### config.mk
export PLATFORM = sky130hd
export DESIGN_NAME = intr_out_ctrl
export DESIGN_NICKNAME = d
export VERILOG_FILES = /design/src/rtl/intr_pkg.sv /design/src/rtl/intr_cfg.sv /design/src/rtl/intr_flags.sv /design/src/rtl/intr_pin_fsm.sv /design/src/rtl/intr_out_ctrl.sv
export SDC_FILE = /design/constraint.sdc
export NUM_CORES = 1
export LEC_CHECK = 0
export CAP_MARGIN = 20
export CORE_MARGIN = 8
export CORE_UTILIZATION = 56
export DETAILED_ROUTE_END_ITERATION = 7
export DONT_BUFFER_PORTS = 1
export PLACE_DENSITY_LB_ADDON = 0.1
export SYNTH_ARGS = -nofsm -noshare
export SYNTH_HDL_FRONTEND = slang
export SYNTH_SLANG_ARGS = --single-unit
### constraint.sdc
create_clock -name clk -period 2.1 [get_ports clk]
set_input_delay 0.21 -clock clk [delete_from_list [all_inputs] [get_ports clk]]
set_output_delay 0.21 -clock clk [all_outputs]
set_load 0.1 [all_outputs]
### src/rtl/intr_pkg.sv
package intr_pkg;
    localparam int NUM_SRC  = 3;
    localparam int DATA_W   = 8;

    localparam int SRC_WDT   = 0;
    localparam int SRC_ALARM = 1;
    localparam int SRC_PFAIL = 2;

    localparam int CFG_HL = 3;
    localparam int CFG_PL = 4;
    localparam int CFG_USED = 5;

    localparam logic ADDR_FLAGS = 1'b0;
    localparam logic ADDR_CFG   = 1'b1;

    typedef enum logic [1:0] {
        ST_IDLE  = 2'd0,
        ST_PULSE = 2'd1,
        ST_HOLD  = 2'd2
    } pin_state_e;
endpackage

### src/rtl/intr_cfg.sv
module intr_cfg
    import intr_pkg::*;
(
    input  logic              clk,
    input  logic              rst_n,
    input  logic              wr_en,
    input  logic [DATA_W-1:0] wdata,
    output logic [DATA_W-1:0] cfg_q
);
    localparam logic [DATA_W-1:0] CFG_MASK = DATA_W'((1 << CFG_USED) - 1);

    always_ff @(posedge clk or negedge rst_n) begin
        if (!rst_n) begin
            cfg_q <= '0;
        end else if (wr_en) begin
            cfg_q <= wdata & CFG_MASK;
        end
    end
endmodule

### src/rtl/intr_flags.sv
module intr_flags
    import intr_pkg::*;
(
    input  logic               clk,
    input  logic               rst_n,
    input  logic [NUM_SRC-1:0] events,
    input  logic               clr,
    output logic [NUM_SRC-1:0] flags_q
);
    logic [NUM_SRC-1:0] flags_n;

    always_comb begin
        flags_n = clr ? '0 : flags_q;
        for (int i = 0; i < NUM_SRC; i++) begin
            if (events[i]) flags_n[i] = 1'b1;
        end
    end

    always_ff @(posedge clk or negedge rst_n) begin
        if (!rst_n) flags_q <= '0;
        else        flags_q <= flags_n;
    end
endmodule

### src/rtl/intr_pin_fsm.sv
module intr_pin_fsm
    import intr_pkg::*;
#(
    parameter int PULSE_CYCLES = 50_000_000
) (
    input  logic clk,
    input  logic rst_n,
    input  logic fire,
    input  logic clr,
    input  logic pulse_mode,
    input  logic active_high,
    output logic active,
    output logic pin_oe,
    output logic pin_out
);
    localparam int CNT_W = (PULSE_CYCLES > 2) ? $clog2(PULSE_CYCLES) : 1;
    localparam logic [CNT_W-1:0] CNT_LOAD = CNT_W'(PULSE_CYCLES - 1);

    pin_state_e       state_q, state_n;
    logic [CNT_W-1:0] cnt_q, cnt_n;

    always_comb begin
        state_n = state_q;
        cnt_n   = cnt_q;
        unique case (state_q)
            ST_IDLE: begin
                if (fire && pulse_mode) begin
                    state_n = ST_PULSE;
                    cnt_n   = CNT_LOAD;
                end else if (fire) begin
                    state_n = ST_HOLD;
                end
            end
            ST_PULSE: begin
                if (fire) begin
                    cnt_n = CNT_LOAD;
                end else if (clr || cnt_q == '0) begin
                    state_n = ST_IDLE;
                end else begin
                    cnt_n = cnt_q - 1'b1;
                end
            end
            ST_HOLD: begin
                if (clr && !fire) state_n = ST_IDLE;
            end
            default: state_n = ST_IDLE;
        endcase
    end

    always_ff @(posedge clk or negedge rst_n) begin
        if (!rst_n) begin
            state_q <= ST_IDLE;
            cnt_q   <= '0;
        end else begin
            state_q <= state_n;
            cnt_q   <= cnt_n;
        end
    end

    always_comb begin
        active = (state_q != ST_IDLE);
        if (active_high) begin
            pin_oe  = 1'b1;
            pin_out = active;
        end else begin
            pin_oe  = active;
            pin_out = 1'b0;
        end
    end
endmodule

### src/rtl/intr_out_ctrl.sv
module intr_out_ctrl
    import intr_pkg::*;
#(
    parameter int PULSE_CYCLES = 50_000_000
) (
    input  logic              clk,
    input  logic              rst_n,
    input  logic              ev_wdt,
    input  logic              ev_alarm,
    input  logic              ev_pfail,
    input  logic              bus_rd,
    input  logic              bus_wr,
    input  logic              bus_addr,
    input  logic [DATA_W-1:0] bus_wdata,
    output logic [DATA_W-1:0] bus_rdata,
    output logic              pin_oe,
    output logic              pin_out
);
    logic [DATA_W-1:0]  cfg_q;
    logic [NUM_SRC-1:0] flags_q;
    logic [NUM_SRC-1:0] events;
    logic               flags_rd;
    logic               fire;
    logic               active;

    assign events   = {ev_pfail, ev_alarm, ev_wdt};
    assign flags_rd = bus_rd && (bus_addr == ADDR_FLAGS);
    assign fire     = |(events & cfg_q[NUM_SRC-1:0]);

    intr_cfg u_cfg (
        .clk   (clk),
        .rst_n (rst_n),
        .wr_en (bus_wr && (bus_addr == ADDR_CFG)),
        .wdata (bus_wdata),
        .cfg_q (cfg_q)
    );

    intr_flags u_flags (
        .clk     (clk),
        .rst_n   (rst_n),
        .events  (events),
        .clr     (flags_rd),
        .flags_q (flags_q)
    );

    intr_pin_fsm #(.PULSE_CYCLES(PULSE_CYCLES)) u_fsm (
        .clk         (clk),
        .rst_n       (rst_n),
        .fire        (fire),
        .clr         (flags_rd),
        .pulse_mode  (cfg_q[CFG_PL]),
        .active_high (cfg_q[CFG_HL]),
        .active      (active),
        .pin_oe      (pin_oe),
        .pin_out     (pin_out)
    );

    always_comb begin
        if (bus_addr == ADDR_CFG) bus_rdata = cfg_q;
        else                      bus_rdata = {{(DATA_W-NUM_SRC){1'b0}}, flags_q};
    end
endmodule

* Word level (Yosys, flattened, before mapping)
Cells that the tools add are included.
** Operators by class
- Add/sub/neg operators :: 1
- Equal/unequal tests :: 8
- Mux-type cells :: 17
- Bitwise logic cells :: 2
- Reduce and logical (&&, ||, !) cells :: 16
** Operators with widths (number)
- 2-to-1 mux 26 bit :: 3
- one-hot mux 26 bit (2 select lines) :: 1
- logical NOT 26 bit :: 1
- subtractor 26 x 1 -> 26 bit, second input constant :: 1
- 2-to-1 mux 2 bit :: 5
- nonzero test 2 bit :: 5
- != test 2 x 1 -> 1 bit, second input constant :: 3
- one-hot mux 2 bit (3 select lines) :: 1
- 2-to-1 mux 1 bit :: 5
- 2-to-1 mux 5 bit :: 1
- logical AND 1 bit :: 4
- AND reduction 4 bit :: 1
- AND 3 bit :: 1
- 2-to-1 mux 3 bit :: 1
- != test 3 x 1 -> 1 bit, second input constant :: 1
- != test 3 x 2 -> 1 bit, second input constant :: 1
- AND reduction 3 bit :: 1
- OR reduction 3 bit :: 1
- equality test 2 x 1 -> 1 bit, second input constant :: 1
- equality test 2 bit, second input constant :: 1
- logical NOT 2 bit :: 1
- != test 2 bit, second input constant :: 1
- logical NOT 1 bit :: 1
- logical OR 1 bit :: 1
- NOT 1 bit :: 1
** Word-level totals
- Flip-flop bits (word level) :: 36
- Output and inout bits :: 10
- Word-level logic and storage cells :: 50

* Logic depth before layout (Yosys ltp)
Gate-level depths: netlist of run 1.
- Word-level depth :: 6
- Gate-level depth with buffers :: 9
- Depth with buffers taken out :: 7

* By module
A second synthesis of run 1 with hierarchy kept.
** Unflattened totals
- Cells, all modules :: 243
- Area total of the unflattened synthesis :: 2194.6 µm²
** By module, submodules not included
- intr_pin_fsm :: instances 1, cells an instance 209, area an instance 1761.7 µm², seq. area each 700.7 µm²
- intr_cfg :: instances 1, cells an instance 14, area an instance 207.7 µm², seq. area each 125.1 µm²
- intr_out_ctrl :: instances 1, cells an instance 13, area an instance 123.9 µm², seq. area each 0.0 µm²
- intr_flags :: instances 1, cells an instance 7, area an instance 101.3 µm², seq. area each 75.1 µm²

* Least setup slack after synthesis of run 1
Ideal clock, no wire load.
- Kind :: register to register
- Start :: register u_fsm.cnt_q[0]
- End :: register u_fsm.cnt_q[1]
- Arrival :: 2101 ps
- Required time :: 1976 ps
- Path slack :: -125 ps
- Cell stages (with the launch flop) :: 9
- Clock period less this slack :: 2225 ps
- Cells stage by stage :: dfrtp_1 inv_1 ha_1 or4b_1 buf_2 or4_4 nor2_4 nor2_2 o31a_1
** Between the ends
- Word-level cells in the longest chain between the ends :: 4
- Elaborated cells on any way between the ends :: 8
- Classes of those cells :: add/sub (1); eq/ne (1); mux (3); reduce/logical (3)
** RTL lines
- start, declared :: line intr_pin_fsm.sv:20 : logic [CNT_W-1:0] cnt_q, cnt_n;
- start signal, assigned :: line intr_pin_fsm.sv:56 : cnt_q <= cnt_n;
- subtractor 26 x 1 -> 26 bit or logical NOT 26 bit (tied branches) :: line intr_pin_fsm.sv:40, intr_pin_fsm.sv:37
- 2-to-1 mux 26 bit or logical OR 1 bit (tied branches) :: line intr_pin_fsm.sv:37 : end else if (clr || cnt_q == '0) begin
- 2-to-1 mux 26 bit or != test 3 x 2 -> 1 bit (tied branches)
- one-hot mux 26 bit (2 select lines) or AND reduction 3 bit (tied branches)
Several ways; a longest one is shown, not always the timed one. The select of a mux whose other input is x is not followed.
A chain may end at the register's enable or synchronous reset.

* Worst setup path in the final report of run 1
- Start :: register u_fsm.cnt_q[0]
- End :: register u_fsm.cnt_q[16]
The elaborated chain is that of the path after synthesis.

==> results.md, run 1 <==
- The hold path endpoint is u_flags.flags_q[0].
- The synthesized design contains 36 register bits.
- The number of antenna violations at the first check in global routing is 0.
- The final non-filler cell area is 2860 um2.
- The clock-pin transition on the worst setup and hold timing paths is 0.12 ns.
- Routability-driven placement finished with a final weighted congestion of 0.887.
- The first detailed-routing pass ran for 4 iterations.
- The total clock sinks is 36.
- The worst hold-check path type is in -> reg.
- After detailed routing, the number of vias per cell comes to 6.02.
- For this configuration, the core starts out at a cell density of 0.570.
- The number of input and output port buffers inserted is 0.
- Of the cells placed in the final design, the portion with a size suffix greater than 1 is 0.390.
- The most common flop cell mapped by yosys is sky130_fd_sc_hd__dfrtp_1.
- The final reports fail on negative setup slack.
- The headroom to the max-slew limit is 0.394.
- Of all flip-flops after synthesis, the portion carrying an async set or reset was 1.00.
- The worst hold path passes through 2 cells.
- The detailed-placement wirelength estimate is 3660 um.
- In this run the deepest clock path goes through 2 buffers.
- The horizontal die dimension is 76.4 um.
- The via count of the first global-routing pass came to 1,883.
- The final-report hold violation count was 0.
- For this run the aggregate overflow at the end of global routing stands at 0.
- The setup TNS after final layout is -3.58 ns.
- The category of the critical setup timing path is reg -> reg.
- The power per cell area is 693 nW/um2.
- In this run the critical register-to-register path is captured at u_fsm.cnt_q[16].
- The worst setup path is captured at a flip-flop.
- The final worst slack is -0.218 ns.
- The routed length per instance is 18.1 um.
- Measured along the y axis, the die boundary spans 76.4 um.
- The core footprint is 3580 um2.
- Walking the worst path, the cells encountered are inv_1, ha_1, or4b_4, nor4_4, nand4_1, or4_1, a21oi_2.
- Between clock sinks in the finished design, the worst skew comes to 0.0138 ns.
- The hold path startpoint is bus_rd.
- The overall track demand over capacity in global routing is 0.181.
- The count of boundary I/O pins is 26.
- The mean instance size in the synthesized netlist is 9.67 um2.
- The final-report max-slew violation count was 0.
- The gate count of the mapped netlist is 211.
- In this run the core area contains 22 standard-cell rows.
- The largest stage delay on the critical path is 0.51 ns.
- The top cell types in the final layout, fill and taps aside, are 42 x sky130_fd_sc_hd__buf_4, 36 x sky130_fd_sc_hd__dfrtp_1, 11 x sky130_fd_sc_hd__or3_1.
- The most common library cell in the layout ignoring fill and taps is sky130_fd_sc_hd__buf_4.
- The required time of the worst setup path is 2.37 ns.
- The final net count is 285.
- The shortest clock period the worst path allows after layout is 2.32 ns.
- The netlist uses 46 different library cells.
- The final antenna diode count is 0.
- The actual transition at the worst max-transition pin is 0.910 ns.
- The final route contains 1,908 vias.
- Setup repair after global routing could not meet its margin everywhere.
- The period utilization is 1.10.
- The worst setup path is launched from a flip-flop.
- The design draws 1.98 mW.
- Summed over all layers, the routed wires come to 5740 um.
- In the final layout, flip-flops and latches occupy 901 um2.
- In this run, synthesis inferred 0 flip-flops with an integrated enable.
- The cell count of the worst reg-to-reg path is 7.
- The total number of yosys warnings is 0.
- The first global-routing pass estimated 8690 um of wire.
- The number of max-capacitance violations reported is 0.
- The clock insertion delay at the later pin of the skew report is 0.34 ns.
- For the worst setup path, the data arrival time is 2.59 ns.
- In this run the worst path has a maximum fanout of 4.
- In this run the critical register-to-register path is launched from u_fsm.cnt_q[0].
- The die covers 5830 um2.
- At the end of the flow the core is filled with cells to 0.798.
- The sequential cell area fraction in the yosys report is 0.441.
- In this run the static leakage power is 1.06 nW.
- In this run the number of H-tree levels came out at 2.
- The cell area that synthesis handed to floorplanning was 2040 um2.
- TritonCTS built the clock tree.
- The post-route antenna net violation count is 0.
- In this run the cell area measured after placement is 2360 um2.
- Setup violations remaining at the end of the flow were counted as 27.
- Across all register-to-register paths, the minimum setup slack is -0.22 ns.
- The layout filler cell count is 239.
- The pin count of the biggest net entering global routing is 37.
- The area added between synthesis and finish is 39.9%.
- The slowest stage of the critical path is the sky130_fd_sc_hd__or4b_4 cell.
- The master cell of the clock root buffer is sky130_fd_sc_hd__clkbuf_4.
- In the routed design, unresolved DRC markers number 0.
- In this run, CTS created clock tree buffers numbering 5.
- IR analysis of the VDD net gives a maximum drop of 679 uV.
- The flow ran to the end, but the final reports show violations.
- The hold slack is 0.163 ns.
- Static timing analysis puts the maximum clock frequency at 431 MHz.
- In the final layout, the multi-input gates occupy 1250 um2.
- The number of DRC violations after detailed-routing iteration 0 is 113.
## cells by family after synthesis
| kind of cell | count (synthesis) | share of synthesized area |
|---|---|---|
| simple gates | 93 | 0.284 |
| mux | 11 | 0.0589 |
| compound gates | 49 | 0.156 |
| xor+xnor | 1 | 0.00429 |
| flops | 36 | 0.441 |
| other cells | 1 | 0.00184 |
| buf+inv | 19 | 0.0472 |
| fa+ha+maj | 1 | 0.00613 |
## Yosys cell counts, types with 3 or more instances
cell type                   n  area (um2)
sky130_fd_sc_hd__o21ai_0    8        40.0
sky130_fd_sc_hd__nor3_1     6        30.0
sky130_fd_sc_hd__mux2i_1    3        30.0
sky130_fd_sc_hd__mux2_2     8        90.1
sky130_fd_sc_hd__a21oi_1    6        30.0
sky130_fd_sc_hd__buf_2      5        25.0
sky130_fd_sc_hd__or2_2      5        31.3
sky130_fd_sc_hd__dfrtp_1   36         901
sky130_fd_sc_hd__or3_1     13        81.3
sky130_fd_sc_hd__nand2_1   11        41.3
sky130_fd_sc_hd__and2_1     5        31.3
sky130_fd_sc_hd__buf_4      3        22.5
sky130_fd_sc_hd__nor2_1    10        37.5
sky130_fd_sc_hd__and4_1     6        52.6
sky130_fd_sc_hd__a21o_1     4        30.0
sky130_fd_sc_hd__nor4_1     9        56.3
sky130_fd_sc_hd__nor4_2     3        37.5
sky130_fd_sc_hd__inv_1      5        18.8
sky130_fd_sc_hd__nand3_1    5        25.0
sky130_fd_sc_hd__clkbuf_1   5        18.8
sky130_fd_sc_hd__o21ai_1    7        35.0
sky130_fd_sc_hd__or4_1      7        52.6
sky130_fd_sc_hd__a31oi_1    8        50.1
sky130_fd_sc_hd__o31ai_1    3        22.5
## layer usage
layer | wire length, um | global-route usage
met1 | 2380 | 0.197
met5 | 0 | 0
met2 | 2930 | 0.317
met3 | 315 | 0.0625
met4 | 110 | 0.0596
## timing repair
item,4_1_cts,5_1_grt
setup buffers,3,7
hold endpoints to repair,39,5
resized for setup,16,27
hold buffers,5,5
endpoints found under the setup margin,27,27
pin swaps,4,12
## power breakdown
group | internal, mW | switching, mW
Clock | 0.248 | 0.242
Combinational | 0.225 | 0.485
Sequential | 0.738 | 0.0409
Total | 1.21 | 0.769
## flip-flops by register name, indices dropped and copies added (netlist names)
| signal | cells |
|---|---|
| u_fsm.cnt_q | 26 |
| u_cfg.cfg_q | 5 |
| u_flags.flags_q | 3 |
| u_fsm.state_q | 2 |
## through the flow
| stage | cells | worst slack, ns |
|---|---|---|
| after floorplan | 213 | -0.0451 |
| after global placement | 289 | -0.0976 |
| after detailed placement | 289 | -0.187 |
| after CTS | 305 | -0.165 |
| after global routing | 317 | -0.325 |
| final | 317 | -0.218 |
## worst max path at each step
stage / startpoint / to / slack, ns / cells after the start
after floorplan: u_fsm.cnt_q[0] / u_fsm.cnt_q[1] / -0.05 / 8
after global placement: u_fsm.cnt_q[0] / u_fsm.cnt_q[18] / -0.1 / 8
after detailed placement: u_fsm.cnt_q[0] / u_fsm.cnt_q[24] / -0.19 / 8
after CTS: u_fsm.cnt_q[8] / u_fsm.cnt_q[24] / -0.16 / 6
after global routing: u_fsm.cnt_q[0] / u_fsm.cnt_q[18] / -0.33 / 8
final: u_fsm.cnt_q[0] / u_fsm.cnt_q[16] / -0.22 / 7
## critical path: cells and delay by family, from the launching register on
kind | cells | cell delay (ns)
flip-flops | 1 | 0.40
adder cells (fa/ha/maj) | 1 | 0.17
AO/OA/AOI/OAI | 1 | 0.16
AND/OR/NAND/NOR | 4 | 1.45
buffers and inverters | 1 | 0.06
## area by class of cell
| cell class | count | area share |
|---|---|---|
| clock buffer | 5 | 0.0131 |
| tap | 48 | 0.0210 |
| sequential | 36 | 0.316 |
| multi-input combinational | 158 | 0.437 |
| clock inverter | 3 | 0.0149 |
| inverter | 5 | 0.00657 |
| timing repair buffer | 62 | 0.191 |
Note: power is estimated with default switching activity, not from simulation.
==> run 2, diff against run 1 <==
CORE_UTILIZATION = 57   (was 56)
SYNTH_HIERARCHICAL = 1   (was not set)
==> results.md, run 2 <==
- The run finished, with violations left.
- The checks that failed: negative setup slack.
- The gate count of the mapped netlist was 243 (+15%).
- The count of boundary I/O pins is 26 (unchanged).
- The number of storage elements in the synthesis netlist is 36 (unchanged).
- The area of the die came to 6090 um2 (+4.5%).
- The register with the most flip-flops in the final layout is u_fsm/cnt_q.
- The root buffer cell chosen for the clock tree is sky130_fd_sc_hd__clkbuf_8.
- The total clock sinks is 36 (unchanged).
- The number of rows created at floorplan is 22 (unchanged).
- The total detailed-routing wirelength was 6280 um (+9.4%).
- The via count of the first global-routing pass is 2,049 (+8.8%).
- The sequential fraction of design power is 0.366 (-0.027).
- The share of the synthesized area in the top cell type is 0.410 (-0.0310).
- The clock buffer count from CTS is 5 (unchanged).
- The most common flop cell mapped by yosys is sky130_fd_sc_hd__dfrtp_1.
- The fraction of final layout cells sized beyond drive strength 1 is 0.354 (-0.0364).
- The period utilization is 1.03 (-0.0782).
- The horizontal die dimension is 78.1 um (+2.2%).
- The number of max-capacitance violations reported was 0 (unchanged).
- The net switching fraction of the power is 0.388 (-0.000723).
- In the final layout, the registers with the most flip-flops are u_fsm/cnt_q (26), u_cfg/cfg_q (5), u_flags/flags_q (3).
- The effective utilization at floorplan was 0.595 (+0.0247).
- The category of the critical setup timing path is reg -> reg.
- The worst setup skew after layout was 0.00689 ns (-0.00688 ns).
- The final antenna diode count is 0 (unchanged).
- The number of enable flip-flop cells after synthesis is 0 (unchanged).
- The net switching power figure is 0.912 mW (+19%).
- The netlist area before placement is 2190 um2 (+7.5%).
- TritonCTS built the clock tree.
- The overall power of the completed layout is 2.35 mW (+19%).
- The maximum clock frequency was 464 MHz (+7.6%).
- The required time of the worst setup path is 2.28 ns (-0.09 ns).
- The post-placement cell area is 2500 um2 (+5.9%).
- The overall track demand over capacity in global routing was 0.196 (+0.0154).
- The async set-or-reset flop fraction in the synthesized netlist was 1.00 (unchanged).
- The final-report hold violation count came to 0 (unchanged).
- The clock group share of total power is 0.256 (+0.008).
- The largest total area in the synthesized netlist belongs to sky130_fd_sc_hd__dfrtp_1.
- The internal cell power came to 1.44 mW (+19%).
- By instance count, the leading cell after synthesis is sky130_fd_sc_hd__dfrtp_1.
- The sequential cell area fraction in the yosys report is 0.410 (-0.0310).
- The die outline height is 78.1 um (+2.2%).
- The multi-input logic area is 1320 um2 (+5.7%).
- The total number of yosys warnings is 6 (+6).
- The headroom to the max-slew limit is 0.392 (-0.00191).
- The number of input and output port buffers inserted was 0 (unchanged).
- The clock-pin transition on the worst setup and hold timing paths is 0.08 ns (-0.04 ns).
- The layout filler cell count is 247 (+3.3%).
- In this run the worst hold path is classified as in -> reg.
- The final-report max-slew violation count is 0 (unchanged).
- Leaving out fill and tap cells, the most frequent cell in the layout is sky130_fd_sc_hd__buf_4.
- The post-route antenna net violation count is 0 (unchanged).
- The peak supply drop is 592 uV (-13%).
- The number of H-tree levels is 2 (unchanged).
- The number of antenna violations at the first check in global routing is 0 (unchanged).
- The pin count of the biggest net entering global routing is 37 (unchanged).
- The shortest clock period the worst path allows after layout is 2.15 ns (-0.164 ns).
- The final worst slack came to -0.0533 ns (+0.164 ns).
- The endpoint class of the critical path is a flip-flop.
- The signal arrival time at the worst endpoint is 2.33 ns (-0.26 ns).
- The iteration count of the initial detailed-routing pass is 5 (+1).
- The number of DRC violations after detailed-routing iteration 0 came to 199 (+76%).
- The library cells used most frequently in the layout, excluding fill and tap cells, are 42 x sky130_fd_sc_hd__buf_4, 36 x sky130_fd_sc_hd__dfrtp_1, 25 x sky130_fd_sc_hd__nor2_1.
- The leakage dissipation is 1.14 nW (+8.0%).
- The total area of sequential cells is 901 um2 (unchanged).
- The number of setup violations in the final report is 7 (-74%).
- STA classifies the critical path startpoint as a flip-flop.
- The final weighted congestion in routability-driven placement is 0.905 (+2.0%).
- The clock insertion delay at the later pin of the skew report came to 0.29 ns (-0.05 ns).
- The area added between synthesis and finish is 31.1%.
- The number of flip-flops under the largest register name is 26 (unchanged).
- The core footprint is 3690 um2 (+3.1%).
- The actual transition at the worst max-transition pin is 0.913 ns (+0.00287 ns).
- The routed length per instance is 18.5 um (+2.3%).
- The wire length of the first global-routing pass is 9850 um (+13%).
- The detailed-placement wirelength estimate was 4100 um (+12%).
- Counting instances in the post-synthesis netlist gives the leading cell types as 36 x sky130_fd_sc_hd__dfrtp_1, 25 x sky130_fd_sc_hd__nor2_1, 20 x sky130_fd_sc_hd__nand2_1, 11 x sky130_fd_sc_hd__nand3_1.
- The power per cell area is 818 nW/um2 (+18%).
- The number of distinct library cells after synthesis came to 52 (+13%).
- By area the synthesized netlist is led by sky130_fd_sc_hd__dfrtp_1 41%, sky130_fd_sc_hd__nor2_1 4.3%, sky130_fd_sc_hd__nand2_1 3.4%.
- The mean instance size in the synthesized netlist is 9.03 um2 (-6.6%).
- The largest driver fanout on the critical path came to 9 (+5).
- The post-detailed-route DRC marker count came to 0 (unchanged).
- Setup repair after global routing could not meet its margin everywhere.
- The maximum clock insertion buffer count is 2 (unchanged).
- The count of vias placed by the detailed router is 2,218 (+16%).
- The sum of overflow across all layers after global routing is 0 (unchanged).
- The final net count is 307 (+7.7%).
- The final non-filler cell area was 2880 um2 (+0.79%).
- The detail-routed via count per cell is 6.54 (+8.7%).
- The power share of the combinational group was 0.378 (+0.019).
-- run 2: power groups by stage --
| stage | registers, mW | clock network (mW) | logic [mW] |
|---|---|---|---|
| 3_3_place_gp | 0.854 | 0 | 0.761 |
| 4_1_cts | 0.853 | 0.611 | 0.819 |
| 5_1_grt | 0.870 | 0.637 | 0.947 |
| 2_1_floorplan | 0.867 | 0 | 0.530 |
| 6_report | 0.861 | 0.602 | 0.891 |
| 3_5_place_dp | 0.864 | 0 | 0.788 |
-- run 2: area by class of cell --
type,instances,share of cell area
clock inverters,2,0.0122
repair buffers,53,0.158
multi-input cells,185,0.459
flip-flops and latches,36,0.313
well taps,48,0.0209
inverters,9,0.0117
clock buffers,6,0.0252
-- run 2: stage by stage --
step                utilization  cells  hold WS, ns  setup slack (ns)  setup TNS [ns]
floorplan                     -    245      -0.0856           0.00826               0
global placement          0.678    318      -0.0844           -0.0605          -0.338
detailed placement        0.678    318      -0.0843            -0.154           -1.76
CTS                       0.741    335       0.0115           -0.0749          -0.362
global route              0.780    339       0.0115            -0.111          -0.974
finish                    0.780    339       0.0141           -0.0533          -0.232
-- run 2: what timing repair did --
| action | in CTS | in global routing |
|---|---|---|
| resized for setup | 11 | 24 |
| gates cloned | 1 | 0 |
| buffers inserted | 6 | 4 |
| pin swaps | 9 | 9 |
| hold buffers | 2 | 0 |
| hold endpoints to repair | 36 | 0 |
| setup endpoints to repair | 26 | 25 |
-- run 2: critical path: stages, from the launching register on --
cell and delay (ns):
sky130_fd_sc_hd__dfrtp_1 0.38, sky130_fd_sc_hd__or4_4 0.56, sky130_fd_sc_hd__buf_6 0.14, sky130_fd_sc_hd__nor4b_4 0.20, sky130_fd_sc_hd__buf_4 0.18, sky130_fd_sc_hd__a21o_1 0.15, sky130_fd_sc_hd__buf_6 0.15, sky130_fd_sc_hd__nor4_1 0.06
sky130_fd_sc_hd__a211o_1 0.22
-- run 2: kinds of logic (layout without fill, tap and decap cells) --
logic type,count (synthesis),in the layout,synth area share
muxes,8,8,0.0462
other,1,3,0.00171
DFF,36,36,0.410
adders and majority gates,1,1,0.00570
and+or+nand+nor,112,112,0.282
AOI/OAI and AO/OA,60,61,0.199
buffers and inverters,25,70,0.0547
-- run 2: metal layers --
| metal | GRT usage | wire [um] |
|---|---|---|
| met2 | 0.341 | 3260 |
| met4 | 0.0852 | 163 |
| met5 | 0 | 0 |
| met1 | 0.229 | 2470 |
| met3 | 0.0376 | 382 |
-- run 2: final timing paths --
path                                            to                from  depth (start not counted)  slack [ns]
worst min register to register  u_flags/flags_q[0]  u_flags/flags_q[0]                          1        0.49
min in group asynchronous           u_fsm/cnt_q[5]               rst_n                          2        0.37
worst min-delay path            u_flags/flags_q[0]              ev_wdt                          1        0.01
worst max register to register      u_fsm/cnt_q[9]      u_fsm/cnt_q[3]                          8       -0.05
max in group asynchronous          u_fsm/cnt_q[18]               rst_n                          2        1.54
worst max-delay path                u_fsm/cnt_q[9]      u_fsm/cnt_q[3]                          8       -0.05
